==> src/rtl/nsw_pkg.sv <==
package nsw_pkg;

  localparam int CMD_W    = 512;
  localparam int WORD_W   = 72;
  localparam int VOLT_W   = 36;
  localparam int ID_W     = 16;
  localparam int OP_HI    = 511;
  localparam int CORE_HI  = 503;
  localparam int ID_HI    = 495;
  localparam int VOLT_HI  = 479;
  localparam int VOLT_LO  = VOLT_HI - VOLT_W + 1;
  localparam logic [7:0] OP_STATE_WRITE = 8'h04;

  typedef enum logic [1:0] {
    ST_IDLE  = 2'd0,
    ST_READ  = 2'd1,
    ST_MERGE = 2'd2,
    ST_WRITE = 2'd3
  } nsw_state_e;

  typedef struct packed {
    logic capture;
    logic issueRead;
    logic captureWord;
    logic issueWrite;
  } nsw_strobe_t;

endpackage

==> src/rtl/nsw_datapath.sv <==
module nsw_datapath
  import nsw_pkg::*;
#(
  parameter int LOCAL_BITS = 13,
  parameter int BANK_BITS  = 3,
  localparam int BANKS     = 1 << BANK_BITS,
  localparam int ADDR_W    = LOCAL_BITS - 1,
  localparam int USED_BITS = LOCAL_BITS + BANK_BITS
) (
  input  logic                      clk,
  input  logic                      rstN,
  input  nsw_strobe_t               strobe,
  input  logic [CMD_W-1:0]          cmdData,
  input  logic [7:0]                localCore,
  output logic                      cmdMine,
  output logic [BANKS-1:0]          memEn,
  output logic [BANKS-1:0]          memWe,
  output logic [BANKS*ADDR_W-1:0]   memAddr,
  output logic [BANKS*WORD_W-1:0]   memWdata,
  input  logic [BANKS*WORD_W-1:0]   memRdata
);

  logic [7:0]        cmdOp;
  logic [7:0]        cmdCore;
  logic [ID_W-1:0]   cmdId;
  logic [VOLT_W-1:0] cmdVolt;
  logic              idInRange;
  logic              unusedPayload;

  assign cmdOp         = cmdData[OP_HI -: 8];
  assign cmdCore       = cmdData[CORE_HI -: 8];
  assign cmdId         = cmdData[ID_HI -: ID_W];
  assign cmdVolt       = cmdData[VOLT_HI -: VOLT_W];
  assign unusedPayload = ^cmdData[VOLT_LO-1:0];

  generate
    if (USED_BITS < ID_W) begin : g_rangeCheck
      assign idInRange = ~|cmdId[ID_W-1:USED_BITS];
    end else begin : g_fullRange
      assign idInRange = 1'b1;
    end
  endgenerate

  assign cmdMine = (cmdOp == OP_STATE_WRITE) && (cmdCore == localCore) && idInRange;

  logic [BANK_BITS-1:0] bankReg;
  logic [ADDR_W-1:0]    addrReg;
  logic                 halfReg;
  logic [VOLT_W-1:0]    voltReg;
  logic [WORD_W-1:0]    mergedReg;
  logic [WORD_W-1:0]    rdSel;

  always_ff @(posedge clk) begin
    if (!rstN) begin
      bankReg <= '0;
      addrReg <= '0;
      halfReg <= 1'b0;
      voltReg <= '0;
    end else if (strobe.capture) begin
      bankReg <= cmdId[LOCAL_BITS +: BANK_BITS];
      addrReg <= cmdId[LOCAL_BITS-1:1];
      halfReg <= cmdId[0];
      voltReg <= cmdVolt;
    end
  end

  assign rdSel = memRdata[bankReg*WORD_W +: WORD_W];

  always_ff @(posedge clk) begin
    if (!rstN) begin
      mergedReg <= '0;
    end else if (strobe.captureWord) begin
      if (halfReg) mergedReg <= {voltReg, rdSel[VOLT_W-1:0]};
      else         mergedReg <= {rdSel[WORD_W-1:VOLT_W], voltReg};
    end
  end

  generate
    for (genvar b = 0; b < BANKS; b++) begin : g_bank
      logic hit;
      assign hit = (bankReg == BANK_BITS'(b));
      assign memEn[b]                        = (strobe.issueRead | strobe.issueWrite) & hit;
      assign memWe[b]                        = strobe.issueWrite & hit;
      assign memAddr[b*ADDR_W +: ADDR_W]     = addrReg;
      assign memWdata[b*WORD_W +: WORD_W]    = mergedReg;
    end
  endgenerate

  // never more than one bank addressed at once
  a_r2_single_bank: assert property (@(posedge clk) disable iff (!rstN)
    $onehot0(memEn));

  // a write-back is preceded two cycles earlier by a read
  a_r5_write_after_read: assert property (@(posedge clk) disable iff (!rstN)
    (|memWe) |-> $past((|memEn) && !(|memWe), 2));

  // untouched half equals what memory returned
  a_r4_keep_upper: assert property (@(posedge clk) disable iff (!rstN)
    ((|memWe) && !halfReg) |->
      (memWdata[bankReg*WORD_W + VOLT_W +: WORD_W-VOLT_W] == $past(rdSel[WORD_W-1:VOLT_W])));

  a_r4_keep_lower: assert property (@(posedge clk) disable iff (!rstN)
    ((|memWe) && halfReg) |->
      (memWdata[bankReg*WORD_W +: VOLT_W] == $past(rdSel[VOLT_W-1:0])));

endmodule

==> src/rtl/nsw_control.sv <==
module nsw_control
  import nsw_pkg::*;
(
  input  logic        clk,
  input  logic        rstN,
  input  logic        cmdValid,
  input  logic        cmdMine,
  output logic        cmdReady,
  output logic        updateDone,
  output nsw_strobe_t strobe
);

  nsw_state_e state;
  nsw_state_e stateNext;
  logic       accept;

  assign cmdReady = (state == ST_IDLE);
  assign accept   = cmdValid && cmdReady;

  always_comb begin
    stateNext = state;
    unique case (state)
      ST_IDLE:  if (accept && cmdMine) stateNext = ST_READ;
      ST_READ:  stateNext = ST_MERGE;
      ST_MERGE: stateNext = ST_WRITE;
      ST_WRITE: stateNext = ST_IDLE;
      default:  stateNext = ST_IDLE;
    endcase
  end

  always_ff @(posedge clk) begin
    if (!rstN) begin
      state      <= ST_IDLE;
      updateDone <= 1'b0;
    end else begin
      state      <= stateNext;
      updateDone <= (state == ST_WRITE);
    end
  end

  always_comb begin
    strobe             = '0;
    strobe.capture     = accept && cmdMine;
    strobe.issueRead   = (state == ST_READ);
    strobe.captureWord = (state == ST_MERGE);
    strobe.issueWrite  = (state == ST_WRITE);
  end

  // ready drops right after an update is taken
  a_r6_busy_after_accept: assert property (@(posedge clk) disable iff (!rstN)
    (cmdValid && cmdReady && cmdMine) |=> !cmdReady);

  // done is a single-cycle pulse
  a_r7_done_pulse: assert property (@(posedge clk) disable iff (!rstN)
    updateDone |=> !updateDone);

  // a dropped command leaves the block ready
  a_r8_drop_stays_ready: assert property (@(posedge clk) disable iff (!rstN)
    (cmdValid && cmdReady && !cmdMine) |=> cmdReady);

endmodule

==> src/rtl/neuron_state_writer.sv <==
module neuron_state_writer
  import nsw_pkg::*;
#(
  parameter int LOCAL_BITS = 13,
  parameter int BANK_BITS  = 3,
  localparam int BANKS     = 1 << BANK_BITS,
  localparam int ADDR_W    = LOCAL_BITS - 1
) (
  input  logic                      clk,
  input  logic                      rstN,
  input  logic [7:0]                localCore,
  input  logic                      cmdValid,
  output logic                      cmdReady,
  input  logic [CMD_W-1:0]          cmdData,
  output logic [BANKS-1:0]          memEn,
  output logic [BANKS-1:0]          memWe,
  output logic [BANKS*ADDR_W-1:0]   memAddr,
  output logic [BANKS*WORD_W-1:0]   memWdata,
  input  logic [BANKS*WORD_W-1:0]   memRdata,
  output logic                      updateDone
);

  nsw_strobe_t strobe;
  logic        cmdMine;

  nsw_control u_control (
    .clk        (clk),
    .rstN       (rstN),
    .cmdValid   (cmdValid),
    .cmdMine    (cmdMine),
    .cmdReady   (cmdReady),
    .updateDone (updateDone),
    .strobe     (strobe)
  );

  nsw_datapath #(
    .LOCAL_BITS (LOCAL_BITS),
    .BANK_BITS  (BANK_BITS)
  ) u_datapath (
    .clk       (clk),
    .rstN      (rstN),
    .strobe    (strobe),
    .cmdData   (cmdData),
    .localCore (localCore),
    .cmdMine   (cmdMine),
    .memEn     (memEn),
    .memWe     (memWe),
    .memAddr   (memAddr),
    .memWdata  (memWdata),
    .memRdata  (memRdata)
  );

  // nothing touches memory while ready and not yet busy
  a_r1_idle_quiet: assert property (@(posedge clk) disable iff (!rstN)
    (cmdReady && !$past(cmdValid && cmdReady && cmdMine)) |-> (memEn == '0));

endmodule

==> config.mk <==
export PLATFORM = sky130hd
export DESIGN_NAME = neuron_state_writer
export DESIGN_NICKNAME = d
export VERILOG_FILES = /design/src/rtl/nsw_pkg.sv /design/src/rtl/nsw_datapath.sv /design/src/rtl/nsw_control.sv /design/src/rtl/neuron_state_writer.sv
export SDC_FILE = /design/constraint.sdc
export NUM_CORES = 1
export LEC_CHECK = 0
export BUFFER_PORTS_ARGS = -buffer_cell sky130_fd_sc_hd__buf_2
export CAP_MARGIN = 15
export CORE_AREA = 2 2 694 696
export CTS_CLUSTER_DIAMETER = 200
export CTS_CLUSTER_SIZE = 25
export DETAILED_ROUTE_END_ITERATION = 10
export DIE_AREA = 0 0 696 698
export REMOVE_ABC_BUFFERS = 1
export SKIP_CTS_REPAIR_TIMING = 1
export SYNTH_ARGS = -nofsm -noshare
export SYNTH_HDL_FRONTEND = slang
export SYNTH_SLANG_ARGS = --single-unit
==> constraint.sdc <==
create_clock -name clk -period 4.39 [get_ports clk]
set_input_delay 0.439 -clock clk [delete_from_list [all_inputs] [get_ports clk]]
set_output_delay 0.439 -clock clk [all_outputs]
set_load 0.1 [all_outputs]
-- Yosys cells after proc, flatten, opt, wreduce, memory -nomap -nowiden
Index checks and enable logic that the tools add are counted.
- output and inout port bits: 690
- memories: 0
- word-level logic and storage cells: 47
- latch bits: 0
- bits of input ports: 1099
- memory bits (read-only): 0
- flip-flop bits (word level): 127
- RAM bits: 0
- muxes and demuxes: 3
- multiply operators: 1
- bitwise logic cells: 17
- divide/modulo/power cells: 0
- reductions and logical operators: 5
- add/subtract/negate cells: 0
- equality and inequality tests: 13
- shift operators: 1
- order comparisons: 0
- operator list (operator ; count):
    576-bit by 11-bit indexed part select with 72-bit output ; 1
    72-bit two-way mux ; 1
    1-bit AND ; 16
    3-bit equality test, second input constant ; 4
    8-bit by 3-bit equality test with 1-bit output, second input constant ; 1
    8-bit equality test ; 1
    2-bit case mux with 4 select lines ; 1
    3-bit by 4-bit multiplier with 7-bit output, second input constant ; 1
    3-bit by 2-bit equality test with 1-bit output, second input constant ; 2
    2-bit equality test, second input constant ; 2
    3-bit by 1-bit equality test with 1-bit output, second input constant ; 1
    1-bit logical AND ; 3
    3-bit logical NOT ; 1
    2-bit by 1-bit equality test with 1-bit output, second input constant ; 1
    2-bit logical NOT ; 1
    2-bit two-way mux ; 1
    2-bit inequality test, second input constant ; 1
    1-bit OR ; 1

-- Depth between registers and ports, before layout
Gate-level depths: netlist of the first run.
- word-level depth: 5
- gate-level depth with buffers: 8
- mapped depth without buffers: 6

-- Cells and area by module
From an unflattened synthesis of the first run, not the netlist that was laid out.
- cells, all modules: 1712
- area total of the unflattened synthesis: 14092.3 um2
- by module, submodules not included (module ; area an instance (um2) ; instances ; seq. area each (um2) ; cells each):
    nsw_datapath ; 13917.1 ; 1 ; 2482.4 ; 1694
    nsw_control ; 175.2 ; 1 ; 60.1 ; 18

-- Least setup slack after synthesis of the first run
OpenSTA, ideal clock, no wires.
- kind: register -> output
- start point: register u_datapath.bankReg[0]
- end point: output port memEn[5]
- path slack: 0.603 ns
- data required time: 3.951 ns
- path buffers: 4
- arrival time: 3.348 ns
- cell stages (with the launch flop): 7
- cell sequence: dfxtp_1 -> clkbuf_1 -> clkbuf_1 -> nand2_1 -> clkbuf_1 -> buf_1 -> nor3_1
- cells in the longest elaborated chain, start to end: 2
- RTL lines (element ; line ; RTL):
    start, declared ; nsw_datapath.sv:46 ; logic [BANK_BITS-1:0] bankReg;
    start signal, assigned ; nsw_datapath.sv:60 ; bankReg <= cmdId[LOCAL_BITS +: BANK_BITS];
    3-bit equality test ; nsw_datapath.sv:81 ; assign hit = (bankReg == BANK_BITS'(b));
    1-bit AND ; nsw_datapath.sv:82 ; assign memEn[b] = (strobe.issueRead | strobe.issueWrite) & hit;
    end, declared ; neuron_state_writer.sv:15 ; output logic [BANKS-1:0] memEn,
No other way between the ends.

-- Final worst setup path of the first run
- start point: register u_datapath.bankReg[0]
- end point: output port memEn[1]
- cells in the longest elaborated chain, start to end: 2
- RTL lines (element ; line):
    3-bit by 1-bit equality test with 1-bit output ; nsw_datapath.sv:81
    1-bit AND ; nsw_datapath.sv:82
No other way between the ends.

==> impl_results.md, run 1 <==
- Register area: 0.00258 mm2
- CP startpoint kind: flop
- CTS Buf Count: 21
- Placed cell count: 8694
- Async SR Flop Fraction: 0%
- Antenna violation net count after detailed routing: 0
- Max Freq: 286 MHz
- Worst rel slew slack: 15.2%
- Busiest metal layer after global routing: met2
- Min Hold Slack: just under 0.09 ns
- Die Height: 698 um
- Maxcap violations: 0
- Fin area: about 0.026 mm2
- Finished Core Util: 5.41%
- Final Net Count: about 3400
- Met3 global-route usage: 4.83%
- GRT overflow: 0
- Cell Rows: 254
- Crit Path Category: flop to output pin
- Pleak: around 9.6 nW
- Largest buffer count on any clock path: 3
- Switching part of the total: 81.4%
- Compound-Gate Fraction of Synth Area: between 10 and 15%
- Syn_area_per_cell: 8.97 um2
- Post-synthesis mux area share: 26.8%
- Status: complete, no violations
- Pin count of the biggest net entering global routing: 102
- Layout Skew: 0.0336 ns
- Comb pwr share: between 70% and 80%
- Largest family of logic cells by synthesized area: buffers and inverters
- Yosys warning total: 0
- First-pass GRT wire length: 292000 um
- WP data required: 3.95 ns
- Post-route insts no fill: 8843
- Vias after detailed routing: 18400
- WL/cell: 29.5 um
- Worst slew pin tran: ~1.3 ns
- Share of cells above drive strength 1: 70.6%
- Clock tree sinks: 127
- IO Port Bufs: ~1300
- Detailed-route wire length: around 260000 um
- Ports: ~1800
- Die ar.: 0.486 mm2
- Maximum vdd drop: 860 uV
- Post-Synth Simple-Gate Area: 5.39%
- CTS tree: built
- First DRT Iteration DRCs: ~1800
- Post-Place Setup Slack: 1.00 ns
- Crit Path Max Fanout: 17
- Clock Latency Late Sink: 0.59 ns
- Worst setup EP type: output pin
- Drt drc: 0
- DPL Wire Length: between 200000 and 250000 um
- Internal power: between 3 and 4 mW
- Final Wtd Congestion: 0.842
- Final setup violation count: 0
- First-pass iteration count of the detailed router: 6
- Vias/cell: 2.08
- FF+latch count, synth: 127
- Sequential share of power: 12.9%
- Synth Area in Adders: 0.437%
- Worst hold path class: primary input to flop
- Unrepaired setup endpoints after global routing: no
- Fill cell count: ~57000
- Hold Vio Cnt, Final: 0
- Reg2reg setup slack: 1.17 ns
- Post-Syn Instances: approximately 1600
- Setup WS post-layout: 0.891 ns
- Layout area overhead: 80.4%
- Most frequent cells in the layout: buf_2, a21oi_1, dfxtp_1, mux4_2, mux2i_1
- Clock share of power: 9.1%
- Clk root buf: clkbuf_16
- Gr usage total: 10.3%
- Met2 GRT Util: 17.2%
- Starting density of the core: 3.00%
- Core area: about 0.48 mm2
- Psw: ~17 mW
- Routing usage on met1: 11.5%
- Initial antenna violation count: 308
- Slew Viols, Final: 0
- Tcrit/Tclk final: 79.7%
- Synth unique cells: 44
- Most common cell after layout, fill and taps aside: buf_2
- Area of the multi-input gates: 0.00691 mm2
- Reg clk slew, reported paths: 0.08 ns
- H-tree Lvls: 4
- Post-synth EDFFs: 0
- Vias in the first global route: 15500
- Post-Synth XOR/XNOR Area: less than 1%
- Cell Area, Synth: roughly 0.014 mm2
- Die W: 696 um
- Minimum clock period: around 3.5 ns
- Pwr Density: between 800 and 900 mW/mm2
- Register area share after synthesis: 17.8%
- Crit path arrival time: 3.06 ns
- DP Area: 0.0249 mm2
- Ys flop type: dfxtp_1
[synth_stat cells, types with 2 or more instances]
master | instances | share of area (%)
xor2_1 | 8 | 0.49
or4_4 | 2 | 0.16
clkbuf_1 | 90 | 2.4
buf_2 | 22 | 0.77
a21oi_1 | 125 | 4.4
nand2_1 | 33 | 0.87
o22ai_1 | 18 | 0.79
nor4_1 | 3 | 0.13
dfxtp_1 | 127 | 18
o21ai_0 | 64 | 2.2
and2_1 | 2 | 0.087
inv_1 | 3 | 0.079
nor2_1 | 22 | 0.58
o21a_1 | 2 | 0.10
a31oi_1 | 27 | 1.2
mux2_2 | 63 | 5.0
a21o_1 | 7 | 0.37
o221ai_1 | 18 | 1.1
nor3_1 | 6 | 0.21
buf_1 | 12 | 0.31
a22oi_1 | 9 | 0.47
a32oi_1 | 9 | 0.55
nor2b_1 | 11 | 0.48
mux4_2 | 99 | 16
nand2b_1 | 3 | 0.13
ha_1 | 5 | 0.44
buf_4 | 588 | 31
mux2i_1 | 90 | 6.3
o31ai_1 | 61 | 3.2
nand4_1 | 53 | 2.3
[power groups by stage]
stage / Clock (mW) / Sequential, mW / Combinational, mW
after CTS: 2.18 / 2.90 / 16.9
after detailed placement: 0 / 2.92 / 16.9
after global routing: 2.14 / 2.86 / 17.0
after global placement: 0 / 2.91 / 16.9
after floorplan: 0 / 14.6 / 0.477
final: 1.96 / 2.77 / 16.8
[metal layers]
layer	part of all wire (%)	up-vias
met1	38	8882
met3	11	599
met2	46	1975
li1	-	6830
met4	3.6	148
met5	0.40	-
[layout make-up]
cell class / count / area share [%]
multi-input cells: 752 / 26.8
flip-flops and latches: 127 / 9.99
clock buffers: 26 / 2.22
clock inverters: 7 / 0.247
diodes: 116 / 1.12
inverters: 4 / 0.0775
repair buffers: 1411 / 28.6
well taps: 6400 / 31.0
[metrics by stage]
| step | TNS [ns] | power (mW) |
|---|---|---|
| after floorplan | -1247.43 | 15.1 |
| after global placement | 0 | 19.8 |
| after detailed placement | 0 | 19.8 |
| after CTS | 0 | 22.0 |
| after global routing | 0 | 22.0 |
| final | 0 | 21.5 |
[cells by family after synthesis]
logic type      count (synthesis)
compound gates                344
xor+xnor                        8
fa+ha+maj                       5
buf+inv                       717
flops                         127
mux                           252
simple gates                  143
[worst paths after layout]
path	startpoint	end	cells past startpoint
worst min register to register	u_datapath.voltReg[31]	u_datapath.voltReg[31]	2
worst min-delay path	cmdData[494]	u_datapath.bankReg[1]	3
worst max register to register	u_datapath.bankReg[0]	u_datapath.mergedReg[57]	5
worst max-delay path	u_datapath.bankReg[0]	memEn[1]	3
[critical path, stage by stage, from the launching register on]
cell and delay [ns]:
dfxtp_4 0.77, nand2b_1 0.73, nor3_1 0.36, buf_2 0.49
[sequential cells by signal, indices dropped and copies added, names as in the netlist]
| register | cells |
|---|---|
| u_datapath.voltReg | 36 |
| u_datapath.addrReg | 12 |
| u_datapath.bankReg | 3 |
| u_datapath.mergedReg | 72 |
| u_control.updateDone | 1 |
| u_datapath.halfReg | 1 |
| u_control.state | 2 |
Note: power is estimated with default switching activity, not from simulation.
==> inputs of run 2 (changes only) <==
--- a/config.mk
+++ b/config.mk
@@ -7,11 +7,11 @@
 export LEC_CHECK = 0
 export BUFFER_PORTS_ARGS = -buffer_cell sky130_fd_sc_hd__buf_2
 export CAP_MARGIN = 15
-export CORE_AREA = 2 2 694 696
+export CORE_AREA = 2 2 695 697
 export CTS_CLUSTER_DIAMETER = 200
 export CTS_CLUSTER_SIZE = 25
 export DETAILED_ROUTE_END_ITERATION = 10
-export DIE_AREA = 0 0 696 698
+export DIE_AREA = 0 0 697 699
 export REMOVE_ABC_BUFFERS = 1
 export SKIP_CTS_REPAIR_TIMING = 1
 export SYNTH_ARGS = -nofsm -noshare
==> constraint.sdc (replaced) <==
create_clock -name clk -period 2.8 [get_ports clk]
set_input_delay 0.28 -clock clk [delete_from_list [all_inputs] [get_ports clk]]
set_output_delay 0.28 -clock clk [all_outputs]
set_load 0.1 [all_outputs]
==> impl_results.md, run 2 (synthesized netlist as in run 1, its figures left out) <==
- Status: complete, no violations
- Total Power: approximately 34 mW
- Die ar.: 0.487 mm2
- Initial antenna violation count: ~320
- Pin count of the biggest net entering global routing: 73
- GRT overflow: 0
- CP startpoint kind: flop
- Tcrit/Tclk final: between 90% and 100%
- Worst rel slew slack: a little under two fifths
- Clock tree sinks: between 100 and 150
- Starting density of the core: 2.98%
- CTS tree: built
- Maximum vdd drop: between 1000 and 1500 uV
- Crit path to: memWe[0]
- Reg clk slew, reported paths: 0.10 ns
- Max reg flops: 72
- Setup WS post-layout: around 0.061 ns
- Fill cell count: ~57000
- WL/cell: around 29 um
- Worst path cell trace: buf_12 > nand2b_1 > buf_12 > nor2_1 > buf_12
- Drt drc: 0
- Pwr Density: 1240 mW/mm2
- Slew Viols, Final: 0
- Maxcap violations: 0
- Hold Vio Cnt, Final: 0
- Worst hold path class: primary input to flop
- CTS Buf Count: 21
- Ports: 1789
- Pleak: roughly 10 nW
- Minimum clock period: 2.74 ns
- Reg2reg path depth: 7
- Layout area overhead: 94.0%
- Clk root buf: clkbuf_16
- Post-route insts no fill: 8993
- Antenna violation net count after detailed routing: 0
- Vias after detailed routing: 18800
- Crit Path Category: flop to output pin
- First DRT Iteration DRCs: 1771
- Die W: about 700 um
- Post-Place Setup Slack: -0.269 ns
- Most common cell after layout, fill and taps aside: buf_2
- Die Height: roughly 700 um
- Final setup violation count: 0
- Cell Rows: 255
- Vias/cell: 2.09
- Setup TNS: 0 ns
- Vias in the first global route: 15600
- Largest regs: u_datapath.mergedReg: 72 flops, u_datapath.voltReg: 36 flops, u_datapath.addrReg: 12 flops
- Unrepaired setup endpoints after global routing: yes
- Crit-path slowest cell: dfxtp_4
- Largest buffer count on any clock path: 3
- Final Net Count: 3563
- Peak per-stage delay on the critical path: approximately 0.45 ns
- Layout Skew: 0.0399 ns
- IO Port Bufs: 1344
- Clock Latency Late Sink: 0.60 ns
- Reg2reg setup slack: 0.08 ns
- Critical Path Source: u_datapath.bankReg[1]
- Detailed-route wire length: 262000 um
- Worst slew pin tran: 0.904 ns
- Placed cell count: 8798
- Most used cell, CP: buf_12
- Crit path arrival time: 2.46 ns
- Largest Register: u_datapath.mergedReg
- Gr usage total: 10.3%
- Most frequent cells in the layout: buf_2, a21oi_1, buf_4, dfxtp_1, mux4_2
- Worst setup EP type: output pin
- Final Wtd Congestion: 0.823
- DPL Wire Length: 234000 um
- Worst r2r src: u_control.state[0]
- Crit Path Max Fanout: 21
- Max Freq: approximately 370 MHz
- First-pass GRT wire length: 294000 um
- First-pass iteration count of the detailed router: 5
- Core area: 0.480 mm2
- Share of cells above drive strength 1: 70.0%
- Critical R2R Capture: u_datapath.addrReg[3]
- WP data required: 2.52 ns
- H-tree Lvls: 4
-- run 2: cell types whose count changed in the layout (fill, tap and decap cells not counted), sizes merged --
cell and delta:
clkbuf +3, buf +83, dlygate4sd3 +57, clkinvlp +1
clkinv -2, diode -17
-- run 2: worst min path at each step --
stage               slack (ns)                  endpoint                   start  cells past startpoint
finish                    0.02  u_datapath.mergedReg[67]           memRdata[427]                      3
global placement          0.47    u_datapath.voltReg[14]  u_datapath.voltReg[14]                      2
CTS                      -0.17     u_datapath.bankReg[1]            cmdData[494]                      3
detailed placement        0.48    u_datapath.voltReg[31]  u_datapath.voltReg[31]                      2
floorplan                 0.41      u_control.updateDone                    rstN                      1
global route             0.005        u_datapath.halfReg            cmdData[480]                      3
-- run 2: power breakdown --
group / total [mW] / leakage, nW / internal, mW / switching [mW]
sequential: 3.06 / 1.04 / 2.16 / 0.895
clock: 3.09 / 0.332 / 1.63 / 1.46
combinational: 28.3 / 9.10 / 3.06 / 25.2
total: 34.4 / 10.5 / 6.85 / 27.6
-- run 2: critical path, delay by kind of cell, from the launching register on --
family        cells  cell delay, ns
buf+inv           3            0.60
flops             1            0.45
simple gates      2            0.56
-- run 2: metal layers --
layer  share of wire [%]  global-route usage, %  vias up  wire, um
li1                    -                      -     7097         -
met1                  40                   11.9     8832    104000
met2                  46                   16.9     2019    120000
met4                 3.4                   2.56      158      8890
met5                0.41                 0.0686        -      1070
met3                  11                   4.93      668     28600
-- run 2: layout make-up --
class / count / area (um2) / share of cell area [%]
inverter: 4 / 20.0 / 0.0721
clock buffer: 27 / 609 / 2.19
tap: 6425 / 8040 / 28.9
antenna: 99 / 248 / 0.892
sequential: 127 / 2570 / 9.27
clock inverter: 6 / 61.3 / 0.221
multi-input combinational: 752 / 6950 / 25.0
timing repair buffer: 1553 / 9270 / 33.4
-- run 2: through the flow --
stage	hold WS [ns]	util [%]	cell area, um2
3_5_place_dp	0.479	5.45	26200
4_1_cts	-0.168	5.59	26800
5_1_grt	0.00505	5.76	27700
3_3_place_gp	0.472	5.44	26100
6_report	0.0194	5.78	27800
2_1_floorplan	0.407	-	9400
